File: src/rtl/nor_erase_pkg.sv
package nor_erase_pkg;

    typedef enum logic [2:0] {
        ERR_NONE    = 3'd0,
        ERR_ARG     = 3'd1,
        ERR_WINDOW  = 3'd2,
        ERR_TIMER   = 3'd3,
        ERR_DEVICE  = 3'd4,
        ERR_NOTAKE  = 3'd5,
        ERR_POLL_TO = 3'd6
    } erase_err_e;

    typedef enum logic [3:0] {
        S_IDLE,
        S_SETUP,
        S_SECT,
        S_TMR_RD,
        S_TMR_CHK,
        S_POLL_RD,
        S_POLL_CHK,
        S_ABORT,
        S_FINISH
    } erase_state_e;

    localparam logic [7:0]  CMD_RESET  = 8'hF0;
    localparam logic [7:0]  CMD_SECTOR = 8'h30;
    localparam logic [11:0] UNLOCK_A   = 12'h555;
    localparam logic [11:0] UNLOCK_B   = 12'h2AA;
    localparam int          SETUP_LEN  = 6;

    // Unlock step table: {address, data}.
    function automatic logic [19:0] setup_word(input logic [2:0] idx);
        case (idx)
            3'd0:    return {UNLOCK_A, CMD_RESET};
            3'd1:    return {UNLOCK_A, 8'hAA};
            3'd2:    return {UNLOCK_B, 8'h55};
            3'd3:    return {UNLOCK_A, 8'h80};
            3'd4:    return {UNLOCK_A, 8'hAA};
            default: return {UNLOCK_B, 8'h55};
        endcase
    endfunction

endpackage

File: src/rtl/erase_arg_check.sv
module erase_arg_check #(
    parameter int ADDR_W      = 12,
    parameter int SECT_LOG2   = 8,
    parameter int DEV_SECTORS = 16,
    localparam int CNT_W      = ADDR_W + 1 - SECT_LOG2
) (
    input  logic [ADDR_W-1:0] start_addr,
    input  logic [ADDR_W:0]   length,
    output logic              valid,
    output logic [CNT_W-1:0]  nsect
);
    localparam logic [ADDR_W+1:0] DEV_BYTES = (ADDR_W+2)'(DEV_SECTORS) << SECT_LOG2;

    logic [ADDR_W+1:0] end_addr;

    always_comb begin
        end_addr = {2'b00, start_addr} + {1'b0, length};
        valid    = (length != '0)
                && (start_addr[SECT_LOG2-1:0] == '0)
                && (length[SECT_LOG2-1:0] == '0)
                && (end_addr <= DEV_BYTES);
        nsect    = length[ADDR_W:SECT_LOG2];
    end
endmodule

File: src/rtl/erase_gap_timer.sv
module erase_gap_timer #(
    parameter int WINDOW_CYC = 64,
    localparam int CW        = $clog2(WINDOW_CYC + 1) + 1
) (
    input  logic clk,
    input  logic rst_n,
    input  logic arm,
    input  logic disarm,
    output logic expired
);
    localparam logic [CW-1:0] LIMIT = CW'(WINDOW_CYC);

    logic          armed_q;
    logic [CW-1:0] cnt_q;

    always_ff @(posedge clk or negedge rst_n) begin
        if (!rst_n) begin
            armed_q <= 1'b0;
            cnt_q   <= '0;
        end else if (arm) begin
            armed_q <= 1'b1;
            cnt_q   <= '0;
        end else if (disarm) begin
            armed_q <= 1'b0;
        end else if (armed_q && cnt_q != LIMIT) begin
            cnt_q <= cnt_q + 1'b1;
        end
    end

    assign expired = armed_q && (cnt_q == LIMIT);
endmodule

File: src/rtl/erase_status_eval.sv
module erase_status_eval (
    input  logic [7:0] cur_st,
    input  logic [7:0] prev_st,
    input  logic       have_prev,
    output logic       complete,
    output logic       stuck,
    output logic       dev_fail
);
    always_comb begin
        complete = cur_st[7];
        stuck    = have_prev && !cur_st[7] && (cur_st == prev_st);
        dev_fail = stuck && prev_st[5];
    end
endmodule

File: src/rtl/nor_sector_eraser.sv
module nor_sector_eraser
    import nor_erase_pkg::*;
#(
    parameter int SECT_LOG2   = 8,
    parameter int DEV_SECTORS = 16,
    parameter int WINDOW_CYC  = 64,
    parameter int POLL_LIMIT  = 4096,
    localparam int SPAN_W     = $clog2(DEV_SECTORS) + SECT_LOG2,
    localparam int ADDR_W     = (SPAN_W > 12) ? SPAN_W : 12
) (
    input  logic              clk,
    input  logic              rst_n,
    input  logic              start_i,
    input  logic [ADDR_W-1:0] start_addr_i,
    input  logic [ADDR_W:0]   length_i,
    output logic              busy_o,
    output logic              done_o,
    output logic [2:0]        err_o,
    output logic              fl_wr_o,
    output logic              fl_rd_o,
    output logic [ADDR_W-1:0] fl_addr_o,
    output logic [7:0]        fl_wdata_o,
    input  logic [7:0]        fl_rdata_i,
    input  logic              fl_rdy_i
);
    localparam int CNT_W = ADDR_W + 1 - SECT_LOG2;
    localparam int PCW   = $clog2(POLL_LIMIT + 1) + 1;
    localparam logic [ADDR_W-1:0] SECT_BYTES = ADDR_W'(1) << SECT_LOG2;

    erase_state_e      state_q, state_d;
    erase_err_e        err_q, err_d;
    logic              set_err;
    logic              adv;
    logic [ADDR_W-1:0] addr_q;
    logic [CNT_W-1:0]  left_q;
    logic              first_q, last_q;
    logic [2:0]        step_q;
    logic [7:0]        cur_st_q, prev_st_q;
    logic              have_prev_q, poll_seen_q;

    logic              arg_ok;
    logic [CNT_W-1:0]  arg_nsect;
    logic              win_exp, tmr_arm, tmr_disarm;
    logic              st_complete, st_stuck, st_dev_fail;
    logic              poll_exp;
    logic [19:0]       sw;

    erase_arg_check #(
        .ADDR_W(ADDR_W), .SECT_LOG2(SECT_LOG2), .DEV_SECTORS(DEV_SECTORS)
    ) u_arg (
        .start_addr(start_addr_i), .length(length_i),
        .valid(arg_ok), .nsect(arg_nsect)
    );

    erase_gap_timer #(.WINDOW_CYC(WINDOW_CYC)) u_gap (
        .clk(clk), .rst_n(rst_n), .arm(tmr_arm), .disarm(tmr_disarm),
        .expired(win_exp)
    );

    erase_status_eval u_eval (
        .cur_st(cur_st_q), .prev_st(prev_st_q), .have_prev(have_prev_q),
        .complete(st_complete), .stuck(st_stuck), .dev_fail(st_dev_fail)
    );

    // Optional bound on completion polling.
    generate
        if (POLL_LIMIT > 0) begin : g_poll_lim
            logic [PCW-1:0] pcnt_q;
            always_ff @(posedge clk or negedge rst_n) begin
                if (!rst_n)
                    pcnt_q <= '0;
                else if (state_q == S_SETUP)
                    pcnt_q <= '0;
                else if (state_q == S_POLL_RD && fl_rdy_i && pcnt_q != PCW'(POLL_LIMIT))
                    pcnt_q <= pcnt_q + 1'b1;
            end
            assign poll_exp = (pcnt_q >= PCW'(POLL_LIMIT));
        end else begin : g_poll_free
            assign poll_exp = 1'b0;
        end
    endgenerate

    // Gap timer control: restart on each accepted non-final sector command.
    assign tmr_arm    = (state_q == S_SECT) && fl_rdy_i && !win_exp && (left_q != '0);
    assign tmr_disarm = (state_q == S_ABORT) || (state_q == S_FINISH)
                     || ((state_q == S_SECT) && fl_rdy_i && (left_q == '0));

    // State register.
    always_ff @(posedge clk or negedge rst_n) begin
        if (!rst_n) state_q <= S_IDLE;
        else        state_q <= state_d;
    end

    // Next state, result code and sector advance.
    always_comb begin
        state_d = state_q;
        err_d   = err_q;
        set_err = 1'b0;
        adv     = 1'b0;
        unique case (state_q)
            S_IDLE: begin
                if (start_i) begin
                    set_err = 1'b1;
                    if (arg_ok) begin
                        err_d   = ERR_NONE;
                        state_d = S_SETUP;
                    end else begin
                        err_d   = ERR_ARG;
                        state_d = S_FINISH;
                    end
                end
            end
            S_SETUP: begin
                if (fl_rdy_i && step_q == 3'(SETUP_LEN - 1)) state_d = S_SECT;
            end
            S_SECT: begin
                if (fl_rdy_i) begin
                    if (win_exp) begin
                        set_err = 1'b1;
                        err_d   = ERR_WINDOW;
                        state_d = S_ABORT;
                    end else if (!first_q) begin
                        state_d = S_TMR_RD;
                    end else if (left_q == '0) begin
                        state_d = S_POLL_RD;
                    end else begin
                        state_d = S_SECT;
                        adv     = 1'b1;
                    end
                end
            end
            S_TMR_RD: begin
                if (fl_rdy_i) state_d = S_TMR_CHK;
            end
            S_TMR_CHK: begin
                if (win_exp) begin
                    set_err = 1'b1;
                    err_d   = ERR_WINDOW;
                    state_d = S_ABORT;
                end else if (cur_st_q[3]) begin
                    set_err = 1'b1;
                    err_d   = ERR_TIMER;
                    state_d = S_ABORT;
                end else if (last_q) begin
                    state_d = S_POLL_RD;
                end else begin
                    state_d = S_SECT;
                    adv     = 1'b1;
                end
            end
            S_POLL_RD: begin
                if (fl_rdy_i) state_d = S_POLL_CHK;
            end
            S_POLL_CHK: begin
                if (st_complete) begin
                    state_d = S_FINISH;
                end else if (st_stuck) begin
                    set_err = 1'b1;
                    err_d   = st_dev_fail ? ERR_DEVICE : ERR_NOTAKE;
                    state_d = S_ABORT;
                end else if (poll_exp) begin
                    set_err = 1'b1;
                    err_d   = ERR_POLL_TO;
                    state_d = S_ABORT;
                end else begin
                    state_d = S_POLL_RD;
                end
            end
            S_ABORT: begin
                if (fl_rdy_i) state_d = S_FINISH;
            end
            S_FINISH: state_d = S_IDLE;
            default:  state_d = S_IDLE;
        endcase
    end

    // Datapath registers.
    always_ff @(posedge clk or negedge rst_n) begin
        if (!rst_n) begin
            err_q       <= ERR_NONE;
            addr_q      <= '0;
            left_q      <= '0;
            first_q     <= 1'b0;
            last_q      <= 1'b0;
            step_q      <= '0;
            cur_st_q    <= '0;
            prev_st_q   <= '0;
            have_prev_q <= 1'b0;
            poll_seen_q <= 1'b0;
        end else begin
            if (set_err) err_q <= err_d;
            unique case (state_q)
                S_IDLE: begin
                    if (start_i) begin
                        addr_q      <= start_addr_i;
                        left_q      <= arg_nsect - 1'b1;
                        first_q     <= 1'b1;
                        last_q      <= 1'b0;
                        step_q      <= '0;
                        have_prev_q <= 1'b0;
                        poll_seen_q <= 1'b0;
                    end
                end
                S_SETUP: if (fl_rdy_i) step_q <= step_q + 1'b1;
                S_SECT: begin
                    if (fl_rdy_i) begin
                        first_q <= 1'b0;
                        last_q  <= (left_q == '0);
                    end
                end
                S_TMR_RD: if (fl_rdy_i) cur_st_q <= fl_rdata_i;
                S_POLL_RD: begin
                    if (fl_rdy_i) begin
                        prev_st_q   <= cur_st_q;
                        cur_st_q    <= fl_rdata_i;
                        have_prev_q <= poll_seen_q;
                        poll_seen_q <= 1'b1;
                    end
                end
                default: ;
            endcase
            if (adv) begin
                addr_q <= addr_q + SECT_BYTES;
                left_q <= left_q - 1'b1;
            end
        end
    end

    assign sw = setup_word(step_q);

    // Outputs.
    always_comb begin
        busy_o     = (state_q != S_IDLE) && (state_q != S_FINISH);
        done_o     = (state_q == S_FINISH);
        err_o      = err_q;
        fl_wr_o    = 1'b0;
        fl_rd_o    = 1'b0;
        fl_addr_o  = addr_q;
        fl_wdata_o = '0;
        unique case (state_q)
            S_SETUP: begin
                fl_wr_o    = 1'b1;
                fl_addr_o  = ADDR_W'(sw[19:8]);
                fl_wdata_o = sw[7:0];
            end
            S_SECT: begin
                fl_wr_o    = 1'b1;
                fl_wdata_o = CMD_SECTOR;
            end
            S_TMR_RD, S_POLL_RD: fl_rd_o = 1'b1;
            S_ABORT: begin
                fl_wr_o    = 1'b1;
                fl_addr_o  = ADDR_W'(UNLOCK_A);
                fl_wdata_o = CMD_RESET;
            end
            default: ;
        endcase
    end
endmodule

File: config.mk
export PLATFORM = sky130hd
export DESIGN_NAME = nor_sector_eraser
export DESIGN_NICKNAME = d
export VERILOG_FILES = /design/src/rtl/nor_erase_pkg.sv /design/src/rtl/erase_arg_check.sv /design/src/rtl/erase_gap_timer.sv /design/src/rtl/erase_status_eval.sv /design/src/rtl/nor_sector_eraser.sv
export SDC_FILE = /design/constraint.sdc
export NUM_CORES = 1
export LEC_CHECK = 0
export BUFFER_PORTS_ARGS = -buffer_cell sky130_fd_sc_hd__buf_2
export CAP_MARGIN = 30
export CORE_ASPECT_RATIO = 0.75
export CORE_UTILIZATION = 40
export DETAILED_ROUTE_END_ITERATION = 12
export GPL_ROUTABILITY_DRIVEN = 0
export PLACE_DENSITY = 0.6
export SLEW_MARGIN = 40
export SYNTH_ARGS = -nofsm -noshare
export SYNTH_HDL_FRONTEND = slang
export SYNTH_SLANG_ARGS = --single-unit
File: constraint.sdc
create_clock -name clk -period 5.56 [get_ports clk]
set_input_delay 0.834 -clock clk [delete_from_list [all_inputs] [get_ports clk]]
set_output_delay 0.834 -clock clk [all_outputs]
set_load 0.1 [all_outputs]
==> results.ini <==
[logic_synthesis]
avgSynthCellArea_um2=9.01
synth_nets=580
yosysTopAreaCellShare_pct=37.3
yosysWarnings=0
synth.area.top_cells=dfrtp_1 (37%), nand2_1 (6.2%), ha_1 (5.6%)
yosysSeqAreaShare_pct=37.3
synth_most_common_cell=nand2_1
synth_area_um2=4690
synth-seq-cells=70
synth_cells=521
netlist_top_cells_count=nand2_1 (77), dfrtp_1 (70), nor2_1 (53), nand3_1 (31), a21oi_1 (26)
synth_edf_count=0
ys_types=70
ys_async_sr_fraction_pct=100
synth_top_cell_by_area=dfrtp_1
synth_flop_cell=dfrtp_1

[critical_path]
start_kind=register
slowest_delay_ns=0.59
critPathCaptureType=primary output
arrival_ns=2.59
worstSetupPathType=register to primary output
reg2reg_to=left_q[4]$_DFFE_PN0P_
path_buf_inv=1
crit_path_cell_trace=nor2_1 > nand2_1 > nor2_1 > a21o_1 > buf_2
reg2reg_from=state_q[1]$_DFFE_PN0P_
rr_worst_depth=9
rrSetupSlack_ns=2.49
required_ns=4.73
crit_path_top_delay_cell=dfrtp_1
crit_fanout=12
cp_common_cell=nor2_1
path_delay_family=simple AND/OR/NAND/NOR gates

[hold_path]
holdPathEnd=addr_q[3]$_DFFE_PN0P_
hold_path.startpoint=addr_q[3]$_DFFE_PN0P_
hold_path.class=register to register
hold_path_depth=2

[grt]
gr-total-overflow=0
track_usage_pct=20.7
grt_max_degree=71
grt_pass1_wl_um=19700
grt_pass1_vias=3869
antenna_found_initial=0

[clock_network]
cts_root_buf=clkbuf_16
clock_sinks=70
cts-buffers-inserted=9
cts_tree=built
cts_resized=0
htreeDepth=3
cts_hold_repair.buffers=0
path_clk_slew_ns=0.06
cts_setup_buffers=0
clk_path_buf_depth=2
clock_latency_ns=0.33

[power_and_ir_drop]
combPwrFrac_pct=53.5
finalPower_w=0.00320
peakVddDrop_v=0.000242
power.leakage_nw=2.53
switching_share_pct=51.7
p_switching_w=0.00166
clockPowerShare_pct=18.3
seq_power_share_pct=28.2
p_per_area_nw_per_um2=591
intPower_w=0.00155

[timing]
setup_viol=0
setup-tns-final_ns=0
timing.final.crit_share_pct=61.6
maxSlewViolCount=0
finClkSkew_ns=0.00659
slew_headroom_pct=55.5
finalHoldViolCount=0
post-route-min-period_ns=3.42
max_freq_mhz=292
max_slew.worst_pin.slew_ns=0.667
rsz0062_at_grt=no

[routing]
wl_um=11800
antenna_left=0
num_vias=4097
firstDrtPassIters=5
drc=0
routed_via_density=5.53
drt-initial-drc-count=239
post_drt_wl_per_cell_um=15.9

[finish]
drive_gt1_share_pct=21.6
fin_nets=638
nFillCells=1095
num_antenna_cells=0
synthToLayoutAreaGrowth_pct=15.5

[status]
outcome=complete, no violations

[floorplan]
die_y_um=95.8
initial_utilization_pct=41.9
ios=64
die_area_um2=12200
fp-row-count=33
core_area_um2=11200
die_w_um=127

[place]
port_buffers=63
dp_hpwl_um=8770

[flow_run]
maxCapViolCount=0

## cells by family (layout without fill, tap and decap cells)
group,Yosys count,in the layout,share of synthesized area [%]
adder cells (fa/ha/maj),22,22,6.03
XOR/XNOR,32,32,5.97
buffers and inverters,35,98,4.08
AO/OA/AOI/OAI,100,100,14.7
multiplexers,23,23,5.39
flip-flops,70,70,37.3
AND/OR/NAND/NOR,239,239,26.6
## registers in the layout, indices dropped and copies added, names as in the netlist, 3 cells and up
| name | count |
|---|---|
| left_q | 5 |
| step_q | 3 |
| u_gap.cnt_q | 8 |
| prev_st_q | 8 |
| state_q | 4 |
| addr_q | 12 |
| cur_st_q | 8 |
| g_poll_lim.pcnt_q | 14 |
| err_o | 3 |
## worst max-delay path by stage
stage	from	endpoint	cells past startpoint
final	state_q[3]$_DFFE_PN0P_	fl_addr_o[7]	5
after global routing	state_q[3]$_DFFE_PN0P_	fl_addr_o[7]	5
after CTS	state_q[3]$_DFFE_PN0P_	fl_addr_o[7]	5
after detailed placement	start_addr_i[0]	err_o[0]$_DFFE_PN0P_	11
after global placement	start_addr_i[0]	err_o[0]$_DFFE_PN0P_	11
after floorplan	state_q[1]$_DFFE_PN0P_	cur_st_q[0]$_DFFE_PN0P_	5
## power groups by stage
stage	Sequential (W)	Clock [W]	Combinational, W
after detailed placement	0.000907	0	0.00171
after floorplan	0.000865	0	0.00143
final	0.000903	0.000587	0.00171
after global routing	0.000934	0.000623	0.00185
after CTS	0.000899	0.000599	0.00172
after global placement	0.000899	0	0.00169
## cell type report
class	count	area, um^2	area share (%)
Clock buffer	12	256	4.73
Clock inverter	4	53.8	0.992
Inverter	16	60.1	1.11
Multi-Input combinational cell	416	2760	50.9
Sequential cell	70	1750	32.3
Tap cell	157	196	3.62
Timing Repair Buffer	66	342	6.30
## worst reg2reg max path, cell delays in order (launching register included)
cell      delay (ns)
dfrtp_1         0.71
nor4b_4         0.48
nand2_1         0.20
nor3_4          0.50
a32oi_4         0.19
mux2i_1         0.21
ha_1            0.26
o21ai_1         0.12
nor3_1          0.20
a211oi_1        0.07
## placed cells by master (no fill, tap or decap), drive strengths merged, types with 3 or more instances in the layout
master and n:
a21oi 26, dfrtp 70, nand2b 4, nand2 77
and2 3, nand4 9, o211ai 4, buf 66
inv 17, nor3 20, nor2b 3, xnor2 15
or3 9, nor4b 5, nor2 55, clkbuf 12
a31oi 4, a22oi 3, ha 21, nor4 8
nor3b 3, o22ai 3, a211oi 3, o21ai 22
and3 7, mux2i 5, mux2 18, a21o 11
nand3 31, or2 3, xor2 17
## metal layers
layer  global-route usage, %  routed length [um]
met1                    30.4                5970
met2                    30.8                4900
met3                    5.00                 759
met4                    4.66                 136
met5                       0                   0
## per-stage QoR
step	util (%)	cell area, um^2	cells	hold WS [ns]	setup WS, ns
2_1_floorplan	-	4690	521	0.446	1.43
3_3_place_gp	45.5	5100	725	0.462	2.21
3_5_place_dp	45.6	5100	725	0.467	2.19
4_1_cts	48.4	5420	741	0.484	2.13
5_1_grt	48.5	5420	741	0.496	1.93
6_report	48.5	5420	741	0.478	2.14
Power figures use the tool's default switching activity.
